===== src/rtl/prot_pkg.sv =====
package prot_pkg;
  typedef enum logic [1:0] {
    CH_OFF    = 2'b00,
    CH_RUN    = 2'b01,
    CH_HICCUP = 2'b10,
    CH_LATCH  = 2'b11
  } ch_state_e;
endpackage


===== src/rtl/prot_supply.sv =====
module prot_supply #(
  parameter int unsigned UVLO_REC_CYC = 8
) (
  input  logic clk_i,
  input  logic rst_ni,
  input  logic uvlo_i,
  output logic ok_o
);
  localparam int unsigned CW = $clog2(UVLO_REC_CYC + 1);
  localparam logic [CW-1:0] REC_LAST = CW'(UVLO_REC_CYC - 1);

  logic [CW-1:0] cnt_q;
  logic          ok_q;

  // recovery hysteresis: supply must stay good for UVLO_REC_CYC clocks
  always_ff @(posedge clk_i or negedge rst_ni) begin
    if (!rst_ni) begin
      cnt_q <= '0;
      ok_q  <= 1'b0;
    end else if (uvlo_i) begin
      cnt_q <= '0;
      ok_q  <= 1'b0;
    end else if (!ok_q) begin
      if (cnt_q == REC_LAST) ok_q  <= 1'b1;
      else                   cnt_q <= cnt_q + 1'b1;
    end
  end

  assign ok_o = ok_q;

  assert_uvlo_drop_R7: assert property (@(posedge clk_i) disable iff (!rst_ni)
    uvlo_i |=> !ok_o);

  assert_uvlo_rec_R7: assert property (@(posedge clk_i) disable iff (!rst_ni)
    $rose(ok_o) |-> $past(cnt_q) == REC_LAST);
endmodule


===== src/rtl/prot_chan.sv =====
module prot_chan
  import prot_pkg::*;
#(
  parameter int unsigned BLANK_CYC  = 30,
  parameter int unsigned HICCUP_CYC = 200
) (
  input  logic       clk_i,
  input  logic       rst_ni,
  input  logic       en_i,
  input  logic       supply_ok_i,
  input  logic       ovp_i,
  input  logic       sc_i,
  input  logic       dim_i,
  output logic       gate_o,
  output logic       disc_o,
  output logic [1:0] state_o
);
  localparam int unsigned CNT_MAX = (BLANK_CYC > HICCUP_CYC) ? BLANK_CYC : HICCUP_CYC;
  localparam int unsigned CW      = $clog2(CNT_MAX + 1);
  localparam logic [CW-1:0] BLANK_END = CW'(BLANK_CYC);
  localparam logic [CW-1:0] HIC_LAST  = CW'(HICCUP_CYC - 1);

  ch_state_e     st_q, st_d;
  logic [CW-1:0] cnt_q, cnt_d;
  logic          blank_done;

  assign blank_done = (cnt_q == BLANK_END);

  always_comb begin
    st_d = st_q;
    if (!en_i) begin
      st_d = CH_OFF;
    end else begin
      unique case (st_q)
        CH_OFF:    if (supply_ok_i) st_d = CH_RUN;
        CH_RUN: begin
          if (ovp_i)                   st_d = CH_LATCH;
          else if (!supply_ok_i)       st_d = CH_OFF;
          else if (sc_i && blank_done) st_d = CH_HICCUP;
        end
        CH_HICCUP: begin
          if (ovp_i)                 st_d = CH_LATCH;
          else if (!supply_ok_i)     st_d = CH_OFF;
          else if (cnt_q == HIC_LAST) st_d = CH_RUN;
        end
        CH_LATCH:  st_d = CH_LATCH;
        default:   st_d = CH_OFF;
      endcase
    end
  end

  // one saturating counter: blanking in run, wait time in hiccup
  always_comb begin
    cnt_d = cnt_q;
    if (st_d != st_q)                                cnt_d = '0;
    else if (st_q == CH_RUN && cnt_q < BLANK_END)    cnt_d = cnt_q + 1'b1;
    else if (st_q == CH_HICCUP && cnt_q < HIC_LAST)  cnt_d = cnt_q + 1'b1;
  end

  always_ff @(posedge clk_i or negedge rst_ni) begin
    if (!rst_ni) begin
      st_q  <= CH_OFF;
      cnt_q <= '0;
    end else begin
      st_q  <= st_d;
      cnt_q <= cnt_d;
    end
  end

  assign gate_o  = (st_q == CH_RUN);
  assign disc_o  = gate_o && dim_i;
  assign state_o = st_q;

  assert_latch_hold_R1: assert property (@(posedge clk_i) disable iff (!rst_ni)
    (st_q == CH_LATCH && en_i) |=> st_q == CH_LATCH);

  assert_ovp_wins_R8: assert property (@(posedge clk_i) disable iff (!rst_ni)
    (en_i && ovp_i && (st_q == CH_RUN || st_q == CH_HICCUP)) |=> st_q == CH_LATCH);

  assert_blank_ignore_R3: assert property (@(posedge clk_i) disable iff (!rst_ni)
    (st_q == CH_RUN && cnt_q < BLANK_END && en_i && supply_ok_i && !ovp_i) |=> st_q == CH_RUN);

  assert_hiccup_len_R4: assert property (@(posedge clk_i) disable iff (!rst_ni)
    (st_q == CH_RUN && $past(st_q) == CH_HICCUP) |-> $past(cnt_q) == HIC_LAST);

  assert_disable_off_R10: assert property (@(posedge clk_i) disable iff (!rst_ni)
    !en_i |=> st_q == CH_OFF);
endmodule


===== src/rtl/led_fault_ctrl.sv =====
module led_fault_ctrl #(
  parameter int unsigned N_CH         = 3,
  parameter int unsigned BLANK_CYC    = 30,
  parameter int unsigned HICCUP_CYC   = 200,
  parameter int unsigned UVLO_REC_CYC = 8
) (
  input  logic              clk_i,
  input  logic              rst_ni,
  input  logic              en_i,
  input  logic              uvlo_i,
  input  logic [N_CH-1:0]   ovp_i,
  input  logic [N_CH-1:0]   sc_i,
  input  logic [N_CH-1:0]   low_i,
  input  logic [N_CH-1:0]   dim_i,
  output logic [N_CH-1:0]   gate_o,
  output logic [N_CH-1:0]   disc_o,
  output logic [2*N_CH-1:0] state_o,
  output logic              flag_o
);
  logic supply_ok;

  prot_supply #(.UVLO_REC_CYC(UVLO_REC_CYC)) u_supply (
    .clk_i  (clk_i),
    .rst_ni (rst_ni),
    .uvlo_i (uvlo_i),
    .ok_o   (supply_ok)
  );

  for (genvar i = 0; i < N_CH; i++) begin : g_ch
    prot_chan #(.BLANK_CYC(BLANK_CYC), .HICCUP_CYC(HICCUP_CYC)) u_chan (
      .clk_i       (clk_i),
      .rst_ni      (rst_ni),
      .en_i        (en_i),
      .supply_ok_i (supply_ok),
      .ovp_i       (ovp_i[i]),
      .sc_i        (sc_i[i]),
      .dim_i       (dim_i[i]),
      .gate_o      (gate_o[i]),
      .disc_o      (disc_o[i]),
      .state_o     (state_o[2*i +: 2])
    );
  end

  // released (high) when any output sits below the input-sense level
  assign flag_o = |low_i;

  assert_disc_gated_R5: assert property (@(posedge clk_i) disable iff (!rst_ni)
    (disc_o & ~gate_o) == '0);
endmodule


===== config.mk =====
export PLATFORM = sky130hd
export DESIGN_NAME = led_fault_ctrl
export DESIGN_NICKNAME = d
export VERILOG_FILES = /design/src/rtl/prot_pkg.sv /design/src/rtl/prot_supply.sv /design/src/rtl/prot_chan.sv /design/src/rtl/led_fault_ctrl.sv
export SDC_FILE = /design/constraint.sdc
export NUM_CORES = 1
export LEC_CHECK = 0
export BUFFER_PORTS_ARGS = -buffer_cell sky130_fd_sc_hd__buf_4
export CORE_MARGIN = 2
export CORE_UTILIZATION = 28
export DETAILED_ROUTE_END_ITERATION = 8
export PLACE_DENSITY = 0.44
export SLEW_MARGIN = 5
export SYNTH_ARGS = -nofsm -noshare
export SYNTH_HDL_FRONTEND = slang
export SYNTH_SLANG_ARGS = --single-unit
export TNS_END_PERCENT = 5

===== constraint.sdc =====
create_clock -name clk_i -period 2.44 [get_ports clk_i]
set_clock_uncertainty 0.1 [all_clocks]
set_input_delay 0.122 -clock clk_i [delete_from_list [all_inputs] [get_ports clk_i]]
set_output_delay 0.122 -clock clk_i [all_outputs]
set_load 0.02 [all_outputs]

Word-level counts from Yosys, hierarchy flattened:

Index checks and enable logic that the tools add are counted.

* order comparisons: 6
* muxes and demuxes: 42
* $add $sub $neg: 4
* reduce and logical (&&, ||, !) cells: 20
* eq/ne operators: 21

Operators by type and width (count)
* 8-bit two-way mux: 9
* 2-bit two-way mux: 24
* 8-bit by 1-bit adder with 8-bit output, second input constant: 3
* 8-bit by 5-bit equality test with 1-bit output, second input constant: 3
* 8-bit equality test, second input constant: 3
* 8-bit by 5-bit < comparator with 1-bit output, second input constant: 3
* 8-bit < comparator, second input constant: 3
* 2-bit one-hot mux with 4 select lines: 3
* 2-bit equality test, second input constant: 6
* 1-bit logical AND: 12
* 4-bit two-way mux: 3
* 3-bit nonzero test: 3
* 2-bit by 1-bit equality test with 1-bit output, second input constant: 3
* 2-bit logical NOT: 3
* 2-bit inequality test: 3
* 4-bit by 1-bit adder with 4-bit output, second input constant: 1
* 4-bit by 3-bit equality test with 1-bit output, second input constant: 1
* 2-bit inequality test, second input constant: 2
* 1-bit two-way mux: 3
* 3-bit OR reduction: 1
* 2-bit AND reduction: 1

* word-level logic and storage cells: 101
* input bits: 16
* output and inout bits: 13
* flip-flop bits (word level): 35

Depth between registers and ports, before layout:

Gate-level depths: netlist of run 1.

* depth in word-level cells: 9
* mapped depth: 7
* gate-level depth less buffers: 7

By module:

Synthesis of run 1 repeated with hierarchy kept, for this count alone.

* cells, all modules: 265
* area, all modules: 2443.6 µm²

By module, submodules not included
* prot_chan (g_ch[0].u_chan ...): area an instance 685.7 µm², seq. area each 250.2 µm², times used 2, cells an instance 79
* prot_chan (g_ch[2].u_chan): area an instance 824.5 µm², seq. area each 250.2 µm², times used 1, cells an instance 83
* prot_supply: area an instance 241.5 µm², seq. area each 125.1 µm², times used 1, cells an instance 23
* led_fault_ctrl: area an instance 6.3 µm², seq. area each 0.0 µm², times used 1, cells an instance 1

Worst setup path before layout of run 1:

Ideal clock, no wire load.

* path type: reg2reg
* start: register g_ch[1].u_chan.cnt_q[0]
* end: register g_ch[1].u_chan.cnt_q[5]
* clock period less this slack: 1.910 ns
* cell stages (with the launch flop): 7
* setup time: 0.128 ns
* arrival time: 1.683 ns
* path slack: 0.530 ns
* required time: 2.212 ns
* buffers on the path: 0
* cells stage by stage: dfrtp_1 -> ha_1 -> a2111oi_0 -> o211ai_1 -> nor3_1 -> xnor2_1 -> nor2_1

* word-level cells in the longest chain between the ends: 9
* elaborated cells between the ends (all ways): 21
* classes of those cells: add/sub (1); order compare (2); eq/ne (3); mux (11); reduce/logical (4)

RTL lines
* start, declared: line prot_chan.sv:24 `logic [CW-1:0] cnt_q, cnt_d;`
* start signal, assigned: line prot_chan.sv:66 `cnt_q <= cnt_d;`
* 8-bit by 5-bit equality test with 1-bit output: line prot_chan.sv:27 `assign blank_done = (cnt_q == BLANK_END);`
* 1-bit logical AND: line prot_chan.sv:39 `else if (sc_i && blank_done) st_d = CH_HICCUP;`
* 2-bit two-way mux: line prot_chan.sv:39
* 2-bit two-way mux: line prot_chan.sv:38 `else if (!supply_ok_i) st_d = CH_OFF;`
* 2-bit two-way mux: line prot_chan.sv:37 `if (ovp_i) st_d = CH_LATCH;`
* 2-bit one-hot mux with 4 select lines: line prot_chan.sv:34 `unique case (st_q)`
* 2-bit two-way mux: line prot_chan.sv:31 `if (!en_i) begin`
* 2-bit inequality test: line prot_chan.sv:55 `if (st_d != st_q) cnt_d = '0;`
* 3-bit nonzero test (no line) or 8-bit two-way mux (tied branches)

Several ways; a longest one is shown, not always the timed one. The select of a mux whose other input is x is not followed.
A chain may end at the register's enable or synchronous reset.

Worst setup path after layout of run 1:

Ends and elaborated chain as after synthesis.

==> run_results.csv, run 1 <==
group,metric,value,unit
cts,ctsRootBufferMaster,"clkbuf_8",
cells_and_area,fin_area,0.00264,mm²
placement,gp_congestion,0.833,
synthesis,ys.flop_type,"dfrtp_1",
global_route,grt-ovfl-total,0,
routing,final_antenna_net_count,0,
floorplan,die_w,92.9,µm
synthesis,synth_nets,271,
floorplan,dieArea,0.00863,mm²
routing,first_pass_iters,4,
worst_setup_path,required,2.51,ns
global_route,antenna_found_initial,0,
worst_setup_path,critical_path_arrival,2.20,ns
synthesis,synth_edf_count,0,
synthesis,yosysUniqueCellTypes,50,
timing,worst_pin_slew,0.567,ns
cells_and_area,nets,300,
timing,hold_viol_final,0,
routing,drt-initial-drc-count,92,
cells_and_area,layout_commonest_cell,"dfrtp_1",
cts,clk_path_buf_depth,2,
worst_setup_path,r2r-start,"g_ch[1].u_chan.cnt_q[0]",
routing,drc,0,
pwr,finalPower,0.00166,W
synthesis,synth-seq-cells,35,
floorplan,die_y,92.9,µm
worst_setup_path,cp_max_fo,7,
timing,max-slew-margin-rel,0.618,
floorplan,ios,29,
cts,cts_tree,"done",
placement,placed_area,0.00250,mm²
synthesis,yosys_warnings,0,
flow_run,maxCapViolations,0,
global_route,grt_start_max_net_pins,36,
worst_setup_path,critPathKind,"reg2reg",
floorplan,initial_core_util,0.288,
timing,drv_slew,0,
synthesis,avgSynthCellArea,8.92,µm²
cts,numCtsBuffers,5,
cells_and_area,syn2layout_area_growth,19.3,%
hold_path,worstHoldEndpoint,"g_ch[0].u_chan.state_o[0]",
cts,htree_levels,2,
hold_path,min-delay-start,"ovp_i[0]",
timing,setup_tns,0,ns
floorplan,num_rows,32,
timing,fin_crit_sh,0.873,
synthesis,ys_seq_area_frac,0.396,
routing,routed_wl,4950,µm
status,outcome,"completed",
synthesis,synthCells,248,
cts,postCtsSetupRepairBufs,0,
hold_path,worstHoldPathCells,2,
pwr,powerDensity,628,mW/mm²
placement,dp_hpwl,3570,µm
routing,routed_via_density,4.99,
routing,vias,1896,
cells_and_area,final_layout_size_suffix_gt1_frac,0.155,
worst_setup_path,end_kind,"flip-flop",
worst_setup_path,r2r.worst_path.cells,6,
global_route,grt_pass1_wl,8940,µm
timing,rsz0062_at_grt,"no",
cells_and_area,nFillCells,838,
timing,finalSetupViolations,0,
timing,timing.hold.ws,0.0607,ns
worst_setup_path,rrSetupSlack,0.31,ns
timing,fmax,0.469,GHz
worst_setup_path,start_kind,"flip-flop",
cells_and_area,final_cell_mix,"dfrtp_1 (35), nor2_1 (34), buf_4 (31)",
routing,wl_per_cell,13.0,µm
placement,portBuffers,28,
pwr,peakVddDrop,227,µV
global_route,grt_pass1_vias,1877,
synthesis,netlist_area,0.00221,mm²
cells_and_area,antennaDiodeCount,0,
timing,fin_crit,2.13,ns
cts,worst_skew_pair.late_latency,0.29,ns
pwr,p_leak,1.14,nW
floorplan,core,0.00769,mm²
worst_setup_path,r2r-end,"g_ch[1].u_chan.cnt_q[5]",
hold_path,hold_path_class,"in2reg",
global_route,grtUsageTotal,0.131,
cts,clock_sinks,35,
synthesis,synthArstFlopShare,1.00,
cts,clk_pin_slew,0.08,ns
-- per-stage QoR --
step	std cells	setup slack (ns)	utilization
global placement	370	0.337	0.326
detailed placement	370	0.289	0.326
finish	380	0.309	0.344
global route	380	0.0956	0.344
CTS	380	0.291	0.344
floorplan	248	0.530	-
-- worst max-delay path: stages (launching register included) --
cell       delay, ns
dfrtp_1         0.44
ha_1            0.28
a2111oi_0       0.43
o211ai_1        0.28
nor3_1          0.29
xnor2_1         0.14
nor2_1          0.05
-- worst max-delay path by stage --
stage / startpoint / end / slack [ns] / cells past startpoint
floorplan: g_ch[1].u_chan.cnt_q[0] / g_ch[1].u_chan.cnt_q[5] / 0.53 / 6
global placement: g_ch[1].u_chan.cnt_q[0] / g_ch[1].u_chan.cnt_q[5] / 0.34 / 6
detailed placement: g_ch[1].u_chan.cnt_q[0] / g_ch[1].u_chan.cnt_q[5] / 0.29 / 6
CTS: g_ch[1].u_chan.cnt_q[0] / g_ch[1].u_chan.cnt_q[5] / 0.29 / 6
global route: g_ch[1].u_chan.cnt_q[0] / g_ch[1].u_chan.cnt_q[5] / 0.1 / 6
finish: g_ch[1].u_chan.cnt_q[0] / g_ch[1].u_chan.cnt_q[5] / 0.31 / 6
-- metal layers --
metal,GRT usage,part of all wire,wire (µm),vias to the layer above
met4,0.0551,0.019,92,0
met3,0.0317,0.049,243,6
li1,-,-,-,954
met1,0.173,0.49,2430,889
met2,0.203,0.44,2190,47
met5,0,0,0,-
-- report_power, final --
part	internal (W)	switching [W]	leakage (nW)
registers	0.000664	0.000126	0.473
clock network	0.000331	0.000218	0.0612
logic	0.000157	0.000162	0.604
-- cells by family after synthesis --
| family | Yosys count | share of synthesized area |
|---|---|---|
| flops | 35 | 0.396 |
| fa+ha+maj | 9 | 0.0486 |
| mux | 1 | 0.00452 |
| compound gates | 59 | 0.190 |
| simple gates | 102 | 0.227 |
| buf+inv | 20 | 0.0469 |
| xor+xnor | 22 | 0.0871 |
-- timing repair --
| action | CTS | global route |
|---|---|---|
| endpoints found under the hold margin | 40 | 0 |
| hold buffers | 2 | 0 |
| resized for setup | 0 | 0 |
-- cell type report --
type | count | area (µm²) | area share
flip-flops and latches | 35 | 876 | 0.332
repair buffers | 33 | 253 | 0.0957
inverters | 9 | 33.8 | 0.0128
well taps | 102 | 128 | 0.0483
clock buffers | 6 | 82.6 | 0.0313
multi-input cells | 193 | 1230 | 0.467
clock inverters | 2 | 35.0 | 0.0133
-- sequential cells by signal, indices dropped and copies added (netlist names) --
register and flops:
g_ch.u_chan.cnt_q 24, g_ch.u_chan.state_o 6, u_supply.cnt_q 4, u_supply.ok_o 1
-- cell usage after synthesis (all sizes together) (5+ instances only) --
| master | count | share of area |
|---|---|---|
| inv | 9 | 0.015 |
| dfrtp | 35 | 0.40 |
| nand3 | 11 | 0.025 |
| nor2 | 34 | 0.058 |
| ha | 7 | 0.040 |
| nor3 | 5 | 0.011 |
| nand4 | 8 | 0.023 |
| and2 | 5 | 0.014 |
| nor2b | 6 | 0.017 |
| o21ai | 6 | 0.014 |
| nand2 | 17 | 0.029 |
| xnor2 | 17 | 0.067 |
| xor2 | 5 | 0.020 |
| a31oi | 5 | 0.014 |
| buf | 9 | 0.028 |
| a21oi | 17 | 0.038 |
No activity file was read; power rests on OpenSTA's default activity.
==> run 2, diff against run 1 <==
==> constraint.sdc (replaced) <==
create_clock -name clk_i -period 2.44 [get_ports clk_i]
set_clock_uncertainty 0.1 [all_clocks]
set_input_delay 0.366 -clock clk_i [delete_from_list [all_inputs] [get_ports clk_i]]
set_output_delay 0.366 -clock clk_i [all_outputs]
set_load 0.02 [all_outputs]
==> run_results.csv, run 2 (synthesis gave the netlist of run 1 again) <==
group,metric,value,unit
timing,worst_pin_slew,0.567,ns
timing,fin_crit_sh,0.873,
global_route,grt_start_max_net_pins,36,
cts,numCtsBuffers,5,
cells_and_area,final_cell_mix,"dfrtp_1 (35), nor2_1 (34), buf_4 (31)",
cts,worst_skew_pair.late_latency,0.29,ns
cells_and_area,fin_util,0.342,
pwr,powerDensity,630,mW/mm²
worst_setup_path,r2r-end,"g_ch[1].u_chan.cnt_q[5]",
cells_and_area,regMostFlops,"g_ch.u_chan.cnt_q",
flow_run,maxCapViolations,0,
cts,cts_tree,"done",
pwr,internal_power,0.00115,W
floorplan,dieArea,0.00863,mm²
worst_setup_path,r2r.worst_path.cells,6,
floorplan,num_rows,32,
pwr,p_leak,1.13,nW
routing,final_antenna_net_count,0,
cts,clock_sinks,35,
routing,routed_via_density,4.99,
cells_and_area,syn2layout_area_growth,18.9,%
timing,drv_slew,0,
pwr,peakVddDrop,227,µV
cts,clk_pin_slew,0.07,ns
pwr,power_frac_comb,0.192,
routing,drc,0,
routing,routed_wl,4950,µm
worst_setup_path,r2r-start,"g_ch[1].u_chan.cnt_q[0]",
worst_setup_path,cp_max_fo,7,
cells_and_area,antennaDiodeCount,0,
timing,hold_viol_final,0,
routing,drt-initial-drc-count,90,
hold_path,hold_path_class,"in2reg",
routing,first_pass_iters,4,
timing,setup_tns,0,ns
routing,wl_per_cell,13.1,µm
cells_and_area,final_layout_size_suffix_gt1_frac,0.155,
worst_setup_path,path_cells,"ha_1 -> a2111oi_0 -> o211ai_1 -> nor3_1 -> xnor2_1 -> nor2_1",
placement,dp_cells,370,
worst_setup_path,cp_top_family,"compound AO/OA/AOI/OAI gates",
worst_setup_path,cp.depth,6,
routing,vias,1891,
pwr,power_switching_share,0.306,
global_route,grt-ovfl-total,0,
global_route,grtUsageTotal,0.130,
cells_and_area,fin_cells,379,
worst_setup_path,critical_path_arrival,2.20,ns
timing,max-slew-margin-rel,0.618,
worst_setup_path,start_kind,"flip-flop",
placement,placed_area,0.00250,mm²
timing,fmax,0.469,GHz
cts,clk_path_buf_depth,2,
floorplan,ios,29,
worst_setup_path,crit_slowest_cell,"dfrtp_1",
cells_and_area,nets,299,
global_route,grt_pass1_wl,8930,µm
cts,ctsResizeCount,0,
cts,ctsRootBufferMaster,"clkbuf_8",
pwr,p_clk_frac,0.331,
cts,htree_levels,2,
status,outcome,"completed",
pwr,switchingPower,0.000506,W
worst_setup_path,critical_path.endpoint,"g_ch[1].u_chan.cnt_q[5]",
cells_and_area,layout_commonest_cell,"dfrtp_1",
timing,rsz0062_at_grt,"no",
worst_setup_path,end_kind,"flip-flop",
timing,fin_crit,2.13,ns
timing,finalSetupViolations,0,
floorplan,core,0.00769,mm²
placement,portBuffers,28,
floorplan,initial_core_util,0.288,
worst_setup_path,cp.buffers_inverters,0,
floorplan,die_w,92.9,µm
cells_and_area,largest_register_ffs,24,
pwr,p_seq_frac,0.477,
placement,gp_congestion,0.833,
cts,postCtsSetupRepairBufs,0,
cells_and_area,nFillCells,838,
worst_setup_path,crit_path_max_incr_delay,0.44,ns
cells_and_area,fin_area,0.00263,mm²
placement,dp_hpwl,3570,µm
worst_setup_path,rrSetupSlack,0.31,ns
floorplan,die_y,92.9,µm
worst_setup_path,critPathKind,"reg2reg",
global_route,grt_pass1_vias,1871,
worst_setup_path,required,2.51,ns
global_route,antenna_found_initial,0,
worst_setup_path,critPathLaunch,"g_ch[1].u_chan.cnt_q[0]",
-- run 2: changes by cell type in the layout (fill, tap and decap cells not counted), sizes merged --
cell	previous run	this run
dlygate4sd3	2	1
-- run 2: stage by stage --
step / worst slack (ns) / power, W / hold slack, ns
detailed placement: 0.289 / 0.00112 / 0.264
floorplan: 0.530 / 0.000983 / -0.0296
CTS: 0.291 / 0.00168 / 0.158
global route: 0.0956 / 0.00179 / 0.154
global placement: 0.337 / 0.00112 / 0.274
finish: 0.309 / 0.00166 / 0.176
-- run 2: routing by layer --
layer | global-route usage | part of all wire
met5 | 0 | 0
met4 | 0.0551 | 0.019
met3 | 0.0317 | 0.048
met2 | 0.202 | 0.44
met1 | 0.173 | 0.49
-- run 2: cell type report --
type	instances	area (µm²)	share of cell area
Multi-Input combinational cell	193	1230	0.469
Sequential cell	35	876	0.333
Timing Repair Buffer	32	243	0.0922
Tap cell	102	128	0.0485
Clock buffer	6	82.6	0.0314
Clock inverter	2	35.0	0.0133
Inverter	9	33.8	0.0128
-- run 2: worst min-delay path by stage --
stage | start | endpoint | depth (start not counted)
global route | uvlo_i | u_supply.ok_o | 2
CTS | uvlo_i | u_supply.cnt_q[3] | 2
finish | uvlo_i | u_supply.cnt_q[0] | 2
detailed placement | rst_ni | g_ch[0].u_chan.cnt_q[1] | 1
floorplan | rst_ni | g_ch[0].u_chan.cnt_q[0] | 0
global placement | rst_ni | g_ch[0].u_chan.cnt_q[1] | 1
-- run 2: worst reg2reg max path: stages (launching register included) --
cell and delay, ns:
dfrtp_1 0.44, ha_1 0.28, a2111oi_0 0.43, o211ai_1 0.28, nor3_1 0.29, xnor2_1 0.14, nor2_1 0.05
-- run 2: power groups by stage --
stage	clock network, W	registers (W)	logic [W]
floorplan	0	0.000773	0.000210
global placement	0	0.000801	0.000319
detailed placement	0	0.000801	0.000318
CTS	0.000572	0.000789	0.000323
global route	0.000599	0.000812	0.000380
finish	0.000549	0.000790	0.000318
-- run 2: repair_timing --
item                                   CTS  global route
setup endpoints to repair                0             0
hold buffers                             1             0
endpoints found under the hold margin   35             0
==> run 3, diff against run 2 <==
Settings changed: CAP_MARGIN from default to 30, CORE_UTILIZATION 28 to 35, PLACE_DENSITY 0.44 to 0.52, REMOVE_ABC_BUFFERS from default to 1.
==> run_results.csv, run 3 (synthesis gave the netlist of run 1 again) <==
group,metric,value,unit
routing,final_antenna_net_count,0,
worst_setup_path,critical_path_arrival,2.21,ns
routing,first_pass_iters,4,
cells_and_area,syn2layout_area_growth,16.0,%
floorplan,die_w,83.5,µm
timing,hold_viol_final,0,
pwr,peakVddDrop,273,µV
worst_setup_path,r2r-end,"g_ch[1].u_chan.cnt_q[5]",
hold_path,min-delay-start,"uvlo_i",
worst_setup_path,end_kind,"flip-flop",
cells_and_area,fin_cells,351,
floorplan,dieArea,0.00698,mm²
cts,ctsResizeCount,0,
floorplan,core,0.00603,mm²
timing,worst_pin_slew,0.562,ns
worst_setup_path,cp_top_family,"compound AO/OA/AOI/OAI gates",
placement,dp_cells,343,
cells_and_area,layout_commonest_cell,"dfrtp_1",
worst_setup_path,r2r-start,"g_ch[1].u_chan.cnt_q[1]",
cells_and_area,antennaDiodeCount,0,
timing,rsz0062_at_grt,"no",
cts,ctsRootBufferMaster,"clkbuf_8",
timing,finalSetupViolations,0,
global_route,grt_pass1_wl,8380,µm
pwr,finalPower,0.00153,W
global_route,grtUsageTotal,0.145,
cells_and_area,nFillCells,602,
placement,pre_cts_ws,0.312,ns
cts,postCtsSetupRepairBufs,0,
timing,setup_ws,0.306,ns
global_route,grt_pass1_vias,1797,
timing,fin_crit,2.13,ns
floorplan,initial_core_util,0.367,
global_route,grt-ovfl-total,0,
cells_and_area,fin_area,0.00257,mm²
flow_run,maxCapViolations,0,
timing,setup_tns,0,ns
cells_and_area,final_cell_mix,"dfrtp_1 (35), nor2_1 (34), buf_4 (31)",
routing,routed_via_density,5.32,
status,outcome,"completed",
timing,drv_slew,0,
placement,dp_hpwl,3390,µm
pwr,powerDensity,594,mW/mm²
placement,placed_area,0.00247,mm²
worst_setup_path,critPathKind,"reg2reg",
routing,wl_per_cell,13.7,µm
cts,numCtsBuffers,5,
cells_and_area,multi_input_area,0.00123,mm²
worst_setup_path,cp.depth,6,
timing,max-slew-margin-rel,0.622,
floorplan,die_y,83.5,µm
cells_and_area,largest_register_ffs,24,
routing,vias,1867,
global_route,antenna_found_initial,0,
worst_setup_path,critPathLaunch,"g_ch[1].u_chan.cnt_q[1]",
cts,cts_tree,"done",
routing,routed_wl,4810,µm
worst_setup_path,cp.buffers_inverters,0,
timing,fin_crit_sh,0.875,
worst_setup_path,critical_path.endpoint,"g_ch[1].u_chan.cnt_q[5]",
cells_and_area,seqCellArea,876,µm²
cts,htree_levels,2,
cells_and_area,final_layout_size_suffix_gt1_frac,0.152,
worst_setup_path,required,2.51,ns
cts,clk_pin_slew,0.07,ns
worst_setup_path,r2r.worst_path.cells,6,
floorplan,num_rows,28,
cells_and_area,nets,299,
timing,fmax,0.469,GHz
worst_setup_path,crit_slowest_cell,"dfrtp_1",
cts,clk_path_buf_depth,2,
routing,drt-initial-drc-count,34,
worst_setup_path,start_kind,"flip-flop",
routing,drc,0,
worst_setup_path,crit_path_max_incr_delay,0.45,ns
worst_setup_path,rrSetupSlack,0.31,ns
cells_and_area,regMostFlops,"g_ch.u_chan.cnt_q",
floorplan,ios,29,
placement,portBuffers,28,
pwr,p_leak,1.12,nW
cts,worst_skew_pair.late_latency,0.29,ns
cts,clock_sinks,35,
placement,gp_congestion,0.796,
worst_setup_path,cp_max_fo,7,
global_route,grt_start_max_net_pins,36,
hold_path,hold_path_class,"in2reg",
worst_setup_path,path_cells,"ha_1 -> a2111oi_0 -> o211ai_1 -> nor3_1 -> xnor2_1 -> nor2_1",
## run 3: layer usage
layer	wire (µm)	track usage	vias to the layer above
met5	0	0	-
met4	54	0.0455	0
met3	177	0.0366	4
li1	-	-	950
met2	2240	0.239	35
met1	2340	0.186	878
## run 3: power breakdown
part	internal (W)	leakage, nW	switching (W)
clock network	0.000222	0.0470	0.000213
registers	0.000664	0.473	0.000133
logic	0.000145	0.600	0.000149
total	0.00103	1.12	0.000495
## run 3: layout make-up
cell class	instances	share of cell area
inverters	9	0.0132
clock buffers	6	0.0322
repair buffers	32	0.0945
flip-flops and latches	35	0.341
multi-input cells	193	0.481
clock inverters	1	0.00195
well taps	75	0.0365
## run 3: worst min path at each step
stage	to	slack [ns]	cells after the start
finish	u_supply.cnt_q[0]	0.16	2
global route	u_supply.cnt_q[0]	0.17	2
CTS	u_supply.cnt_q[0]	0.16	2
detailed placement	g_ch[0].u_chan.cnt_q[0]	0.26	1
global placement	g_ch[0].u_chan.cnt_q[0]	0.26	1
floorplan	g_ch[0].u_chan.cnt_q[0]	-0.03	0
## run 3: repair_timing
item | 4_1_cts | 5_1_grt
hold buffers | 1 | 0
setup endpoints to repair | 0 | 0
endpoints found under the hold margin | 35 | 0
## run 3: metrics by stage
stage	hold WS (ns)	util
after global routing	0.172	0.426
after detailed placement	0.260	0.410
after CTS	0.163	0.426
final	0.164	0.426
after global placement	0.256	0.410
after floorplan	-0.0296	-
